`src/rtl/linsens_pkg.sv`:
```
package linsens_pkg;
  typedef enum logic [1:0] {
    SQ_IDLE  = 2'd0,
    SQ_FRAME = 2'd1,
    SQ_READ  = 2'd2
  } seq_state_e;
endpackage

```
`src/rtl/linsens_start_sync.sv`:
```
module linsens_start_sync (
  input  logic clk_i,
  input  logic rst_ni,
  input  logic start_i,
  output logic rise_o
);
  logic meta_q, sync_q, prev_q;

  always_ff @(posedge clk_i or negedge rst_ni) begin
    if (!rst_ni) begin
      meta_q <= 1'b0;
      sync_q <= 1'b0;
      prev_q <= 1'b0;
    end else begin
      meta_q <= start_i;
      sync_q <= meta_q;
      prev_q <= sync_q;
    end
  end

  assign rise_o = sync_q & ~prev_q;

  // an edge lasts one cycle only
  p_rise_single_r1: assert property (@(posedge clk_i) disable iff (!rst_ni)
    rise_o |=> !rise_o);
endmodule

```
`src/rtl/linsens_pix_timer.sv`:
```
module linsens_pix_timer #(
  parameter int HALF_DIV = 4
) (
  input  logic clk_i,
  input  logic rst_ni,
  input  logic en_i,
  output logic tick_o,
  output logic hi_o
);
  localparam int PER = 2 * HALF_DIV;
  localparam int PW  = (PER > 1) ? $clog2(PER) : 1;
  localparam logic [PW-1:0] LAST = PW'(PER - 1);
  localparam logic [PW-1:0] HALF = PW'(HALF_DIV);

  logic [PW-1:0] phase_q, phase_d;

  always_comb begin
    phase_d = phase_q;
    if (!en_i)              phase_d = '0;
    else if (phase_q == LAST) phase_d = '0;
    else                    phase_d = phase_q + 1'b1;
  end

  always_ff @(posedge clk_i or negedge rst_ni) begin
    if (!rst_ni) phase_q <= '0;
    else         phase_q <= phase_d;
  end

  assign tick_o = en_i && (phase_q == LAST);
  assign hi_o   = en_i && (phase_q < HALF);

  // the period end always lies in the low half
  p_tick_low_r4: assert property (@(posedge clk_i) disable iff (!rst_ni)
    tick_o |-> !hi_o);
  // the high half is entered only from a period start
  p_hi_start_r4: assert property (@(posedge clk_i) disable iff (!rst_ni)
    $rose(hi_o) |-> phase_q == '0);
endmodule

```
`src/rtl/linsens_readout_seq.sv`:
```
module linsens_readout_seq #(
  parameter int NUM_PIX  = 128,
  parameter int ADC_LAT  = 7,
  parameter int HALF_DIV = 4
) (
  input  logic clk_i,
  input  logic rst_ni,
  input  logic start_i,
  output logic det_pix_clk_o,
  output logic det_frame_o,
  output logic adc_clk_o,
  output logic fifo_rst_o,
  output logic fifo_we_o,
  output logic busy_o,
  output logic done_o,
  output logic done_flag_o
);
  import linsens_pkg::*;

  localparam int TOTAL = NUM_PIX + 2 * ADC_LAT;
  localparam int CW    = $clog2(TOTAL + 1);
  localparam logic [CW-1:0] CNT_LAST = CW'(TOTAL - 1);
  localparam logic [CW-1:0] PIX_END  = CW'(NUM_PIX);
  localparam logic [CW-1:0] WR_BEG   = CW'(ADC_LAT);
  localparam logic [CW-1:0] WR_END   = CW'(ADC_LAT + NUM_PIX);

  // reset: asynchronous assert, synchronous release
  logic rst_meta_q, rst_n;
  always_ff @(posedge clk_i or negedge rst_ni) begin
    if (!rst_ni) begin
      rst_meta_q <= 1'b0;
      rst_n      <= 1'b0;
    end else begin
      rst_meta_q <= 1'b1;
      rst_n      <= rst_meta_q;
    end
  end

  logic start_rise, tick, hi, tmr_en;

  linsens_start_sync i_sync (
    .clk_i   (clk_i),
    .rst_ni  (rst_n),
    .start_i (start_i),
    .rise_o  (start_rise)
  );

  linsens_pix_timer #(.HALF_DIV(HALF_DIV)) i_timer (
    .clk_i  (clk_i),
    .rst_ni (rst_n),
    .en_i   (tmr_en),
    .tick_o (tick),
    .hi_o   (hi)
  );

  seq_state_e    state_q, state_d;
  logic [CW-1:0] cnt_q, cnt_d;
  logic          done_q, done_d;
  logic          flag_q, flag_d;
  logic          cnt_en;

  always_comb begin
    state_d = state_q;
    cnt_d   = cnt_q;
    done_d  = 1'b0;
    flag_d  = flag_q;
    cnt_en  = 1'b0;
    unique case (state_q)
      SQ_IDLE: begin
        if (start_rise) begin
          state_d = SQ_FRAME;
          flag_d  = 1'b0;
        end
      end
      SQ_FRAME: begin
        if (tick) begin
          state_d = SQ_READ;
          cnt_d   = '0;
          cnt_en  = 1'b1;
        end
      end
      SQ_READ: begin
        if (tick) begin
          cnt_en = 1'b1;
          if (cnt_q == CNT_LAST) begin
            state_d = SQ_IDLE;
            done_d  = 1'b1;
            flag_d  = 1'b1;
          end else begin
            cnt_d = cnt_q + 1'b1;
          end
        end
      end
      default: state_d = SQ_IDLE;
    endcase
  end

  always_ff @(posedge clk_i or negedge rst_n) begin
    if (!rst_n) begin
      state_q <= SQ_IDLE;
      cnt_q   <= '0;
      done_q  <= 1'b0;
      flag_q  <= 1'b0;
    end else begin
      state_q <= state_d;
      done_q  <= done_d;
      flag_q  <= flag_d;
      if (cnt_en) cnt_q <= cnt_d;
    end
  end

  logic in_read;
  assign in_read = (state_q == SQ_READ);
  assign tmr_en  = (state_q != SQ_IDLE);

  assign busy_o        = tmr_en;
  assign done_o        = done_q;
  assign done_flag_o   = flag_q;
  assign det_frame_o   = (state_q == SQ_FRAME);
  assign fifo_rst_o    = (state_q == SQ_FRAME);
  assign det_pix_clk_o = in_read && hi && (cnt_q < PIX_END);
  assign adc_clk_o     = in_read && hi;
  assign fifo_we_o     = in_read && tick && (cnt_q >= WR_BEG) && (cnt_q < WR_END);

  // a frame begins only after a synchronized start edge
  p_busy_from_edge_r1: assert property (@(posedge clk_i) disable iff (!rst_n)
    $rose(busy_o) |-> $past(start_rise));
  // once reading, the frame phase is never re-entered
  p_no_restart_r2: assert property (@(posedge clk_i) disable iff (!rst_n)
    in_read |=> state_q != SQ_FRAME);
  // pixel clock and writes stay off during frame start
  p_frame_quiet_r3: assert property (@(posedge clk_i) disable iff (!rst_n)
    det_frame_o |-> !det_pix_clk_o && !fifo_we_o && !adc_clk_o);
  // writes only while busy and on a low ADC clock
  p_we_busy_r6: assert property (@(posedge clk_i) disable iff (!rst_n)
    fifo_we_o |-> busy_o && !adc_clk_o);
  // done comes with busy low and never twice in a row
  p_done_idle_r8: assert property (@(posedge clk_i) disable iff (!rst_n)
    done_o |-> !busy_o ##1 !done_o);
  // the sticky flag is set by done
  p_flag_set_r9: assert property (@(posedge clk_i) disable iff (!rst_n)
    done_o |-> done_flag_o);
  // the flag is clear when a frame starts
  p_flag_clr_r9: assert property (@(posedge clk_i) disable iff (!rst_n)
    $rose(busy_o) |-> !done_flag_o);
endmodule

```
`config.mk`:
```
export PLATFORM = sky130hd
export DESIGN_NAME = linsens_readout_seq
export DESIGN_NICKNAME = d
export VERILOG_FILES = /design/src/rtl/linsens_pkg.sv /design/src/rtl/linsens_start_sync.sv /design/src/rtl/linsens_pix_timer.sv /design/src/rtl/linsens_readout_seq.sv
export SDC_FILE = /design/constraint.sdc
export NUM_CORES = 1
export LEC_CHECK = 0
export BUFFER_PORTS_ARGS = -buffer_cell sky130_fd_sc_hd__buf_2
export CORE_MARGIN = 4
export CORE_UTILIZATION = 51
export DETAILED_ROUTE_END_ITERATION = 8
export PLACE_DENSITY = 0.73
export SLEW_MARGIN = 10
export SYNTH_ARGS = -nofsm -noshare
export SYNTH_HDL_FRONTEND = slang
export SYNTH_HIERARCHICAL = 1
export SYNTH_SLANG_ARGS = --single-unit
```
`constraint.sdc`:
```
create_clock -name clk_i -period 1.24 [get_ports clk_i]
set_clock_uncertainty 0.05 [all_clocks]
set_input_delay 0.062 -clock clk_i [delete_from_list [all_inputs] [get_ports clk_i]]
set_output_delay 0.062 -clock clk_i [all_outputs]
set_load 0.01 [all_outputs]
```
==> results.py <==
metrics = {
    "status": {
        "status": "complete, but fails checks",
        "violations": "negative setup slack",
    },
    "yosys": {
        "syn_inst": 103,
        "ys_warn_count": 6,
        "synth_seq_cells": 20,
        "synth_edf_count": 0,
        "syn_nets": 114,
        "yosysUniqueCellTypes": 34,
        "ys_seq_area_share_pct": 47.3,
        "syn-mean-instance-area_um2": 10.3,
        "syn_area_um2": 1060,
        "async_flop_share_pct": 100,
        "synthFlopType": "dfrtp_1",
    },
    "detailed_routing": {
        "routed-via-count": 1027,
        "drt-initial-drc-count": 54,
        "wl_mm": 3.05,
        "via_per_inst": 5.61,
        "route.detailed.drc": 0,
        "dr.pass1.iters": 4,
        "routedWlPerCell_um": 16.6,
        "antenna_left": 0,
    },
    "layout": {
        "syn_to_final_growth_pct": 62.7,
        "mostFrequentLayoutCell": "buf_4",
        "fillerInstances": 98,
        "stdcell_area_um2": 1720,
        "mostFrequentLayoutCells": "29 x buf_4, 20 x dfrtp_1, 14 x buf_6",
        "largest_reg_flops": 8,
        "seq_area_um2": 500,
        "multi_input_area_um2": 688,
        "reg_top3": "cnt_q (8), i_timer/phase_q (3), state_q (2)",
        "top_register": "cnt_q",
        "nNetsFinal": 168,
        "antenna_cells": 0,
        "drive_gt1_share_pct": 59.6,
    },
    "global_route": {
        "antenna_found_initial": 0,
        "grt_pass1_vias": 996,
        "grtUsageTotal_pct": 22.3,
        "grt_first_pass_wirelength_mm": 4.59,
        "grt_overflow_total": 0,
        "grt_max_degree": 19,
    },
    "sta": {
        "grt_setup_unrepaired": "yes",
        "final.min_clock_period_ns": 1.84,
        "period_share_pct": 149,
        "finalSetupTns_ns": -6.84,
        "finalHoldViolations": 0,
        "max_freq_mhz": 543,
        "slew_violations": 0,
        "fin_ws_ns": -0.603,
        "whs_ns": 0.153,
        "setup_viol": 19,
    },
    "die": {
        "die_h_um": 53.5,
        "fp.dieArea_um2": 2870,
        "core.rowCount": 16,
        "die_width_um": 53.5,
        "start_util_pct": 53.9,
        "coreArea_um2": 1960,
        "ioPinCount": 11,
    },
    "setup_path": {
        "critPathArrivalTime_ns": 1.73,
        "cp_max_fo": 2,
        "cp-end-kind": "primary output",
        "reg2reg_slack_ns": -0.51,
        "critPathLaunchType": "flop",
        "cp.required_ns": 1.13,
        "critPathKind": "reg -> out",
    },
    "placed_design": {
        "postPlaceCellArea_um2": 1390,
        "port-buffer-count": 10,
        "hpwl_mm": 1.72,
        "gp_congestion": 0.865,
    },
    "power": {
        "ir_drop_v": 0.00123,
        "powerDensity_nw_per_um2": 1230,
        "leakage_nw": 0.807,
    },
    "clock_network": {
        "cts.reportedPaths.clkPinSlew_ns": 0.12,
        "cts_inserted_buffers": 3,
        "cts.path.max_buffers": 2,
        "htree_levels": 1,
        "cts_tree": "yes",
        "clkLatencyLatePin_ns": 0.31,
        "cts-root-buf": "clkbuf_4",
        "clock_sinks": 20,
    },
    "run": {
        "drv_cap": 0,
    },
    "worst_hold_path": {
        "hold_path_class": "reg -> async",
    },
}
-- cell families (layout without fill, tap and decap cells) --
logic type / count (synthesis) / in the layout / synth area share, %
xor gates and xnor gates: 2 / 2 / 1.66
adders and majority gates: 8 / 8 / 9.47
AOI/OAI and AO/OA: 26 / 26 / 14.8
and+or+nand+nor: 36 / 36 / 21.4
other: 1 / 1 / 0.355
DFF: 20 / 20 / 47.3
buffers and inverters: 9 / 62 / 3.55
muxes: 1 / 1 / 1.42
-- final timing paths --
check                                   startpoint                 endpoint  depth (start not counted)
min reg2reg                        rst_n$_DFF_PN0_     cnt_q[1]$_DFFE_PN0P_                          1
max                           cnt_q[5]$_DFFE_PN0P_                fifo_we_o                          5
min in group clk_i         i_sync/meta_q$_DFF_PN0_  i_sync/sync_q$_DFF_PN0_                          0
max reg2reg                 state_q[1]$_DFFE_PN0P_     cnt_q[7]$_DFFE_PN0P_                          8
max in group asynchronous                   rst_ni          rst_n$_DFF_PN0_                          3
min                                rst_n$_DFF_PN0_     cnt_q[1]$_DFFE_PN0P_                          1
-- repair_timing --
item / in CTS / in global routing
resized for setup: 23 / 23
pin swaps: 13 / 11
hold buffers: 3 / 0
buffers inserted: 8 / 7
endpoints found under the setup margin: 18 / 21
endpoints found under the hold margin: 3 / 0
-- per-layer routing --
metal	GRT usage [%]	share of wire (%)
met1	29.7	44
met2	36.9	48
met3	3.60	6.6
met4	7.23	0.89
met5	0	0
-- cell type report --
| cell class | count | share of cell area (%) |
|---|---|---|
| Tap cell | 27 | 1.96 |
| Timing Repair Buffer | 51 | 25.0 |
| Inverter | 7 | 1.82 |
| Clock buffer | 4 | 2.11 |
| Multi-Input combinational cell | 74 | 40.0 |
| Sequential cell | 20 | 29.1 |
-- cells in the mapped netlist, types with 2 or more instances --
library cell | n | share of area, %
nor2b_1 | 3 | 1.8
and4_1 | 2 | 1.7
dfrtp_1 | 20 | 47
a21oi_1 | 5 | 2.4
nand4_1 | 2 | 1.2
or3_1 | 2 | 1.2
nand3_1 | 3 | 1.4
a211oi_1 | 2 | 1.4
and2_1 | 6 | 3.6
o21ai_1 | 2 | 0.95
inv_1 | 7 | 2.5
o21ai_0 | 10 | 4.7
nor2_1 | 3 | 1.1
nand2_1 | 8 | 2.8
a21boi_0 | 2 | 1.4
ha_1 | 8 | 9.5
-- through the flow --
| stage | setup WS, ns | power, mW | util, % | instances |
|---|---|---|---|---|
| after floorplan | -0.381 | 1.15 | - | 103 |
| after global placement | -0.392 | 1.36 | 71.0 | 166 |
| after detailed placement | -0.468 | 1.38 | 71.0 | 166 |
| after CTS | -0.530 | 1.98 | 82.3 | 179 |
| after global routing | -0.631 | 2.21 | 87.7 | 183 |
| final | -0.603 | 2.11 | 87.7 | 183 |
-- report_power, final --
group	internal, mW	leakage [nW]	switching, mW
Clock	0.179	0.0210	0.213
Combinational	0.575	0.523	0.378
Sequential	0.716	0.263	0.0474
-- worst max-delay path, cell delays in order, from the launching register on --
cell,delay (ns)
dfrtp_1,0.40
or3_4,0.41
a211oi_2,0.22
xnor2_1,0.18
nor2_1,0.08
buf_2,0.14
Note: power is estimated with default switching activity, not from simulation.
